$ cat config.mk
export PLATFORM = sky130hd
export DESIGN_NAME = extbus_bridge
export DESIGN_NICKNAME = d
export VERILOG_FILES = /design/src/rtl/extbus_pkg.sv /design/src/rtl/extbus_lane_steer.sv /design/src/rtl/extbus_pcs_decode.sv /design/src/rtl/extbus_seq.sv /design/src/rtl/extbus_bridge.sv
export SDC_FILE = /design/constraint.sdc
export NUM_CORES = 1
export LEC_CHECK = 0
export ABC_AREA = 1
export CAP_MARGIN = 20
export CORE_MARGIN = 8
export CORE_UTILIZATION = 49
export CTS_CLUSTER_SIZE = 20
export DETAILED_ROUTE_END_ITERATION = 8
export GPL_TIMING_DRIVEN = 0
export MAX_ROUTING_LAYER = met4
export PLACE_DENSITY = 0.83
export SLEW_MARGIN = 20
export SYNTH_ARGS = -nofsm -noshare
export SYNTH_HDL_FRONTEND = slang
export SYNTH_SLANG_ARGS = --single-unit
$ cat constraint.sdc
create_clock -name clk -period 3.95 [get_ports clk]
set_input_delay 0.5925 -clock clk [delete_from_list [all_inputs] [get_ports clk]]
set_output_delay 0.5925 -clock clk [all_outputs]
set_load 0.02 [all_outputs]
$ cat src/rtl/extbus_pkg.sv
// Shared types for the external bus bridge.
package extbus_pkg;
    // Sequencer states: idle, strobe active, inter-cycle gap, completion.
    typedef enum logic [1:0] {
        ST_IDLE = 2'd0,
        ST_BUS  = 2'd1,
        ST_GAP  = 2'd2,
        ST_DONE = 2'd3
    } seq_state_t;
endpackage

$ cat src/rtl/extbus_lane_steer.sv
// Lane steering: works out the address of the current bus cycle, which
// data lanes it uses, the pin-level address for the strap mode, and the
// write data placed on the bus.
// Assumes: base_addr/word/wdata are stable latched request fields and
// phase selects the second half of a split odd-address word.
module extbus_lane_steer #(
    parameter int AW = 23,
    parameter int DW = 16
) (
    input  logic          mode_sel,
    input  logic [AW-1:0] base_addr,
    input  logic          word,
    input  logic          phase,
    input  logic [DW-1:0] wdata,
    output logic [AW-1:0] cyc_addr,
    output logic [AW-1:0] pin_addr,
    output logic          lo_en,
    output logic          hi_en,
    output logic [DW-1:0] dout
);
    localparam int BW = DW / 2;

    logic split;
    logic both;

    // Cycle address and lane usage.
    always_comb begin
        split    = word & base_addr[0];
        both     = word & ~split;
        cyc_addr = phase ? base_addr + {{(AW-1){1'b0}}, 1'b1} : base_addr;
        hi_en    = both | cyc_addr[0];
        lo_en    = both | ~cyc_addr[0];
    end

    // Pin address: byte address in mode 0, word address in mode 1.
    always_comb begin
        if (mode_sel) pin_addr = {cyc_addr[AW-1:1], 1'b0};
        else          pin_addr = cyc_addr;
    end

    // Write data: duplicated byte, swapped split word, or plain word.
    always_comb begin
        if (!word)      dout = {wdata[BW-1:0], wdata[BW-1:0]};
        else if (split) dout = {wdata[BW-1:0], wdata[DW-1:BW]};
        else            dout = wdata;
    end
endmodule

$ cat src/rtl/extbus_pcs_decode.sv
// Peripheral select decode: one active-low select per fixed-size I/O
// window, starting at address 0, asserted only while en is high.
// Assumes: windows are a power of two in size and contiguous.
module extbus_pcs_decode #(
    parameter int AW       = 23,
    parameter int PCS_N    = 7,
    parameter int WIN_BITS = 9
) (
    input  logic             clk,
    input  logic             rst_n,
    input  logic             en,
    input  logic [AW-1:0]    addr,
    output logic [PCS_N-1:0] pcs_n
);
    localparam int SEL_W = (PCS_N > 1) ? $clog2(PCS_N) : 1;
    localparam int TOP   = WIN_BITS + SEL_W;

    logic             hi_zero;
    logic [SEL_W-1:0] idx;

    // Window index and upper-address range check.
    always_comb begin
        hi_zero = (addr[AW-1:TOP] == '0);
        idx     = addr[WIN_BITS +: SEL_W];
    end

    // One select per window.
    for (genvar i = 0; i < PCS_N; i++) begin : g_sel
        assign pcs_n[i] = ~(en & hi_zero & (idx == SEL_W'(i)));
    end

    // at most one select active at any time.
    p_pcs_onehot_r7: assert property (@(posedge clk) disable iff (!rst_n)
        $onehot0(~pcs_n));
endmodule

$ cat src/rtl/extbus_seq.sv
// Bus cycle sequencer: accepts a request, runs one or two strobe cycles
// each stretched by the wait count and ardy, assembles read data and
// pulses ack when the access is complete.
// Assumes: req and its fields are held until ack; hi_en comes from the
// lane steering for the current cycle.
module extbus_seq
    import extbus_pkg::*;
#(
    parameter int AW   = 23,
    parameter int DW   = 16,
    parameter int WS_W = 4
) (
    input  logic            clk,
    input  logic            rst_n,
    input  logic            req,
    input  logic            req_we,
    input  logic            req_word,
    input  logic            req_io,
    input  logic [AW-1:0]   req_addr,
    input  logic [DW-1:0]   req_wdata,
    input  logic [WS_W-1:0] wait_cfg,
    input  logic            ardy,
    input  logic [DW-1:0]   bus_din,
    input  logic            hi_en,
    output seq_state_t      state,
    output logic            phase,
    output logic [AW-1:0]   lat_addr,
    output logic            lat_we,
    output logic            lat_word,
    output logic            lat_io,
    output logic [DW-1:0]   lat_wdata,
    output logic            ack,
    output logic [DW-1:0]   rdata
);
    localparam int BW = DW / 2;

    logic [WS_W-1:0] cnt;
    logic            split;
    logic [BW-1:0]   byte_in;

    // Split flag and lane-selected read byte.
    always_comb begin
        split   = lat_word & lat_addr[0];
        byte_in = hi_en ? bus_din[DW-1:BW] : bus_din[BW-1:0];
        ack     = (state == ST_DONE);
    end

    // State, wait counter, latched request and read assembly.
    always_ff @(posedge clk) begin
        if (!rst_n) begin
            state     <= ST_IDLE;
            phase     <= 1'b0;
            cnt       <= '0;
            lat_addr  <= '0;
            lat_we    <= 1'b0;
            lat_word  <= 1'b0;
            lat_io    <= 1'b0;
            lat_wdata <= '0;
            rdata     <= '0;
        end else begin
            case (state)
                ST_IDLE: begin
                    if (req) begin
                        lat_addr  <= req_addr;
                        lat_we    <= req_we;
                        lat_word  <= req_word;
                        lat_io    <= req_io;
                        lat_wdata <= req_wdata;
                        phase     <= 1'b0;
                        cnt       <= wait_cfg;
                        rdata     <= '0;
                        state     <= ST_BUS;
                    end
                end
                ST_BUS: begin
                    if (cnt != '0) begin
                        cnt <= cnt - {{(WS_W-1){1'b0}}, 1'b1};
                    end else if (ardy) begin
                        if (!lat_we) begin
                            if (!lat_word)  rdata <= {{BW{1'b0}}, byte_in};
                            else if (!split) rdata <= bus_din;
                            else if (!phase) rdata[BW-1:0] <= byte_in;
                            else             rdata[DW-1:BW] <= byte_in;
                        end
                        state <= (split && !phase) ? ST_GAP : ST_DONE;
                    end
                end
                ST_GAP: begin
                    phase <= 1'b1;
                    cnt   <= wait_cfg;
                    state <= ST_BUS;
                end
                default: state <= ST_IDLE;
            endcase
        end
    end

    // ack lasts one cycle.
    p_ack_pulse_r9: assert property (@(posedge clk) disable iff (!rst_n)
        ack |=> !ack);
    // a pending wait count keeps the strobe active.
    p_wait_hold_r8: assert property (@(posedge clk) disable iff (!rst_n)
        (state == ST_BUS && cnt != '0) |=> (state == ST_BUS));
    // a cycle never ends while ardy is low.
    p_ardy_hold_r8: assert property (@(posedge clk) disable iff (!rst_n)
        (state == ST_BUS && !ardy) |=> (state == ST_BUS));
    // the gap is followed by the second-half cycle.
    p_split_second_r5: assert property (@(posedge clk) disable iff (!rst_n)
        (state == ST_GAP) |=> (state == ST_BUS && phase));
endmodule

$ cat src/rtl/extbus_bridge.sv
// External bus bridge top: ties the sequencer, lane steering and
// peripheral select decode together and forms the pin strobes for the
// selected byte-enable convention.
// Assumes: mode_sel is a static strap; requests follow req/ack.
module extbus_bridge
    import extbus_pkg::*;
#(
    parameter int AW       = 23,
    parameter int DW       = 16,
    parameter int WS_W     = 4,
    parameter int PCS_N    = 7,
    parameter int WIN_BITS = 9
) (
    input  logic             clk,
    input  logic             rst_n,
    input  logic             mode_sel,
    input  logic [WS_W-1:0]  wait_cfg,
    input  logic             req,
    input  logic             req_we,
    input  logic             req_word,
    input  logic             req_io,
    input  logic [AW-1:0]    req_addr,
    input  logic [DW-1:0]    req_wdata,
    output logic             ack,
    output logic [DW-1:0]    rdata,
    output logic [AW-1:0]    bus_addr,
    output logic [DW-1:0]    bus_dout,
    output logic             bus_oe,
    input  logic [DW-1:0]    bus_din,
    output logic             rd_n,
    output logic             wr_n,
    output logic             wrl_n,
    output logic             wrh_n,
    output logic             bhe_n,
    output logic [PCS_N-1:0] pcs_n,
    input  logic             ardy
);
    seq_state_t    state;
    logic          phase;
    logic [AW-1:0] lat_addr;
    logic          lat_we;
    logic          lat_word;
    logic          lat_io;
    logic [DW-1:0] lat_wdata;
    logic [AW-1:0] cyc_addr;
    logic          lo_en;
    logic          hi_en;
    logic          active;

    extbus_seq #(.AW(AW), .DW(DW), .WS_W(WS_W)) u_seq (
        .clk       (clk),
        .rst_n     (rst_n),
        .req       (req),
        .req_we    (req_we),
        .req_word  (req_word),
        .req_io    (req_io),
        .req_addr  (req_addr),
        .req_wdata (req_wdata),
        .wait_cfg  (wait_cfg),
        .ardy      (ardy),
        .bus_din   (bus_din),
        .hi_en     (hi_en),
        .state     (state),
        .phase     (phase),
        .lat_addr  (lat_addr),
        .lat_we    (lat_we),
        .lat_word  (lat_word),
        .lat_io    (lat_io),
        .lat_wdata (lat_wdata),
        .ack       (ack),
        .rdata     (rdata)
    );

    extbus_lane_steer #(.AW(AW), .DW(DW)) u_steer (
        .mode_sel  (mode_sel),
        .base_addr (lat_addr),
        .word      (lat_word),
        .phase     (phase),
        .wdata     (lat_wdata),
        .cyc_addr  (cyc_addr),
        .pin_addr  (bus_addr),
        .lo_en     (lo_en),
        .hi_en     (hi_en),
        .dout      (bus_dout)
    );

    extbus_pcs_decode #(.AW(AW), .PCS_N(PCS_N), .WIN_BITS(WIN_BITS)) u_pcs (
        .clk   (clk),
        .rst_n (rst_n),
        .en    (active & lat_io),
        .addr  (cyc_addr),
        .pcs_n (pcs_n)
    );

    // Strobes and lane enables for the chosen convention.
    always_comb begin
        active = (state == ST_BUS);
        rd_n   = ~(active & ~lat_we);
        wr_n   = ~(active & lat_we & ~mode_sel);
        wrl_n  = ~(active & lat_we & mode_sel & lo_en);
        wrh_n  = ~(active & lat_we & mode_sel & hi_en);
        bhe_n  = ~(active & ~mode_sel & hi_en);
        bus_oe = active & lat_we;
    end

    // word addressing in mode 1 during a strobe.
    p_mode1_even_r2: assert property (@(posedge clk) disable iff (!rst_n)
        (mode_sel && (!rd_n || !wrl_n || !wrh_n)) |-> (bus_addr[0] == 1'b0));
    // selects only during a strobe.
    p_pcs_in_cycle_r7: assert property (@(posedge clk) disable iff (!rst_n)
        (pcs_n != '1) |-> (!rd_n || !wr_n || !wrl_n || !wrh_n));
    // mode 0 never uses the lane write strobes.
    p_mode0_lane_idle_r10: assert property (@(posedge clk) disable iff (!rst_n)
        !mode_sel |-> (wrl_n && wrh_n));
endmodule

==> impl_metrics.yaml <==
final_layout:
  final_area_um2: 5410
  multi_input_area_um2: 2130
  layout.cells.most_common: "clkdlybuf4s50_1"
  n_antenna_cell: 0
  final_cells: 821
  syn_to_final_growth_pct: 45.1
  layout-drive-gt1-share_pct: 7.79
  nNetsFinal: 784
  regArea_um2: 1300
  nFillCells: 683
  mostFrequentLayoutCells: "clkdlybuf4s50_1, nand2_1, nor2_1"
pwr:
  ir_worst_vdd_mv: 0.230
  leakage_nw: 2.16
  pwr_density_cell_nw_per_um2: 379
critical_path:
  cp_max_fo: 8
  worstPathRequired_ns: 3.36
  critPathKind: "reg2out"
  r2r_cells: 7
  start_kind: "register"
  reg2reg_from: "u_seq.state[0]$_SDFFE_PN0P_"
  cp_data_arrival_time_ns: 2.70
  r2r-end: "u_seq.lat_wdata[15]$_SDFFE_PN0P_"
  reg2reg_slack_ns: 2.13
  worstSetupEndpointType: "primary output"
die:
  io_pins: 136
  coreArea_um2: 7530
  rows: 32
  fp.dieH_um: 103
  start_util_pct: 49.5
  die-area_um2: 10700
  die_x_um: 103
synth:
  synth_flop_cell: "dfxtp_1"
  yosys_warnings: 0
  ys_ff_latch: 65
  async_reset_ff_share_pct: 0
  synth_fp_nets: 638
  synth-seq-area-share_pct: 34.9
  syn_inst: 568
  synthesis.area_um2: 3730
  synth_cell_types: 36
  synth-edff-count: 0
  syn_avg_cell_area_um2: 6.56
placement:
  place_area_um2: 5210
  gp_congestion: 0.928
  placed_cells: 805
  port_buffers: 135
  place_hpwl_mm: 10.0
clocking:
  cts.repair.resized: 0
  post_cts_buffers: 0
  cts.sinks: 65
  path_clk_slew_ns: 0.08
  htreeDepth: 3
  cts_root_buf: "clkbuf_8"
  cts_tree: "done"
  clk_latency_ns: 0.35
  ctsHoldBuffers: 0
  clockBufferDepth: 2
  cts-buffers-inserted: 9
worst_hold_path:
  hold_class: "reg2reg"
  hold_depth: 2
  worst_hold_path.endpoint: "u_seq.lat_io$_SDFFE_PN0P_"
  min_from: "u_seq.lat_io$_SDFFE_PN0P_"
timing:
  fin_crit_sh_pct: 83.4
  setup_tns_ns: 0
  fin_crit_ns: 3.29
  rsz0062_at_grt: "no"
  hold_viol: 0
  relSlewSlack_pct: 57.7
  maxSlewViolCount: 0
  finalClockSkew_ns: 0.00552
  final-setup-viol-count: 0
  worstMarginPinSlew_ns: 0.632
  fmax_ghz: 0.304
route:
  drc: 0
  via_count: 4262
  drtIter0Drc: 202
  viasPerCell: 5.19
  wire_per_inst_um: 15.3
  antenna_left: 0
  totalWireLength_mm: 12.5
  dr.pass1.iters: 4
global_routing:
  grt_pass1_vias: 4185
  antenna_found_initial: 0
  grt_max_degree: 14
  overflow: 0
  grt_usage_pct: 24.4
  grt_pass1_wl_mm: 19.9
run:
  maxCapViolations: 0
run_status:
  status: "complete, no violations"
worst max-delay path by stage:
stage,start,to,slack (ns),cells after the start
finish,u_seq.lat_addr[0]$_SDFFE_PN0P_,pcs_n[6],0.66,10
detailed placement,u_seq.lat_addr[0]$_SDFFE_PN0P_,pcs_n[5],1.02,10
CTS,u_seq.lat_addr[0]$_SDFFE_PN0P_,pcs_n[6],0.63,10
global placement,u_seq.lat_addr[0]$_SDFFE_PN0P_,pcs_n[1],1.10,10
floorplan,u_seq.lat_addr[9]$_SDFFE_PN0P_,pcs_n[0],1.59,7
global route,u_seq.lat_addr[0]$_SDFFE_PN0P_,pcs_n[6],0.43,10
power breakdown:
part	switching, mW	internal [mW]	leakage, nW	total, mW
clock network	0.288	0.297	0.0925	0.584
registers	0.0647	0.727	0.535	0.792
logic	0.393	0.283	1.53	0.675
layer usage:
| metal | up-vias | track usage [%] | part of all wire (%) |
|---|---|---|---|
| li1 | 2133 | - | - |
| met1 | 1965 | 28.3 | 43 |
| met2 | 139 | 41.6 | 50 |
| met3 | 25 | 3.68 | 5.9 |
| met4 | 0 | 9.12 | 1.7 |
| met5 | - | - | 0 |
cell families (layout without fill, tap and decap cells):
group | Yosys count | after routing | share of synthesized area (%)
AO/OA/AOI/OAI | 130 | 130 | 19.1
adder cells (fa/ha/maj) | 3 | 3 | 1.01
AND/OR/NAND/NOR | 279 | 279 | 33.1
buffers and inverters | 78 | 229 | 8.06
flip-flops | 65 | 65 | 34.9
XOR/XNOR | 13 | 13 | 3.76
state kept, by name (all words and copies together) (netlist names):
signal / cells
u_seq.lat_we: 1
u_seq.lat_word: 1
u_seq.phase: 1
u_seq.lat_wdata: 16
u_seq.cnt: 4
u_seq.state: 2
u_seq.rdata: 16
u_seq.lat_addr: 23
u_seq.lat_io: 1
metrics by stage:
step / power, mW / hold WS [ns] / setup WS [ns] / utilization, %
after global routing: 2.16 / 0.482 / 0.431 / 71.9
after global placement: 1.46 / 0.445 / 1.10 / 69.2
final: 2.05 / 0.468 / 0.655 / 71.9
after CTS: 2.05 / 0.471 / 0.634 / 71.9
after detailed placement: 1.48 / 0.456 / 1.02 / 69.2
after floorplan: 1.18 / 0.430 / 1.59 / -
layout make-up:
| class | count | share of cell area, % |
|---|---|---|
| Buffer | 21 | 1.60 |
| Clock buffer | 9 | 2.29 |
| Clock inverter | 7 | 1.46 |
| Timing Repair Buffer | 135 | 25.0 |
| Multi-Input combinational cell | 425 | 39.3 |
| Tap cell | 102 | 2.36 |
| Inverter | 57 | 3.96 |
| Sequential cell | 65 | 24.1 |
cell usage after synthesis (2+ instances only):
library cell	n	area share (%)
nand2_1	117	12
nor2_1	99	10
o21ai_0	68	9.1
dfxtp_1	65	35
inv_1	52	5.2
a21oi_1	38	5.1
nand3_1	26	3.5
clkbuf_1	17	1.7
nand2_2	9	1.5
xor2_1	9	2.1
a211oi_1	8	1.6
inv_2	5	0.50
nor2_4	5	1.5
nor3_1	5	0.67
a31oi_1	4	0.67
nand3b_1	4	0.81
nor2_2	4	0.67
o2111ai_1	4	0.94
buf_2	3	0.40
ha_1	3	1.0
nand3_2	3	0.81
a21oi_2	2	0.47
nand2_4	2	0.60
nand4_1	2	0.34
o211ai_1	2	0.40
xnor2_1	2	0.47
worst max-delay path, stage by stage (launching register included):
cell             delay (ns)
dfxtp_1                0.35
buf_4                  0.16
nand3_1                0.20
inv_2                  0.11
nand3_1                0.14
nor2_1                 0.15
xor2_1                 0.20
nand2_1                0.11
nor2_2                 0.26
nand3_1                0.12
clkdlybuf4s50_1        0.56
Note: power is estimated with default switching activity, not from simulation.
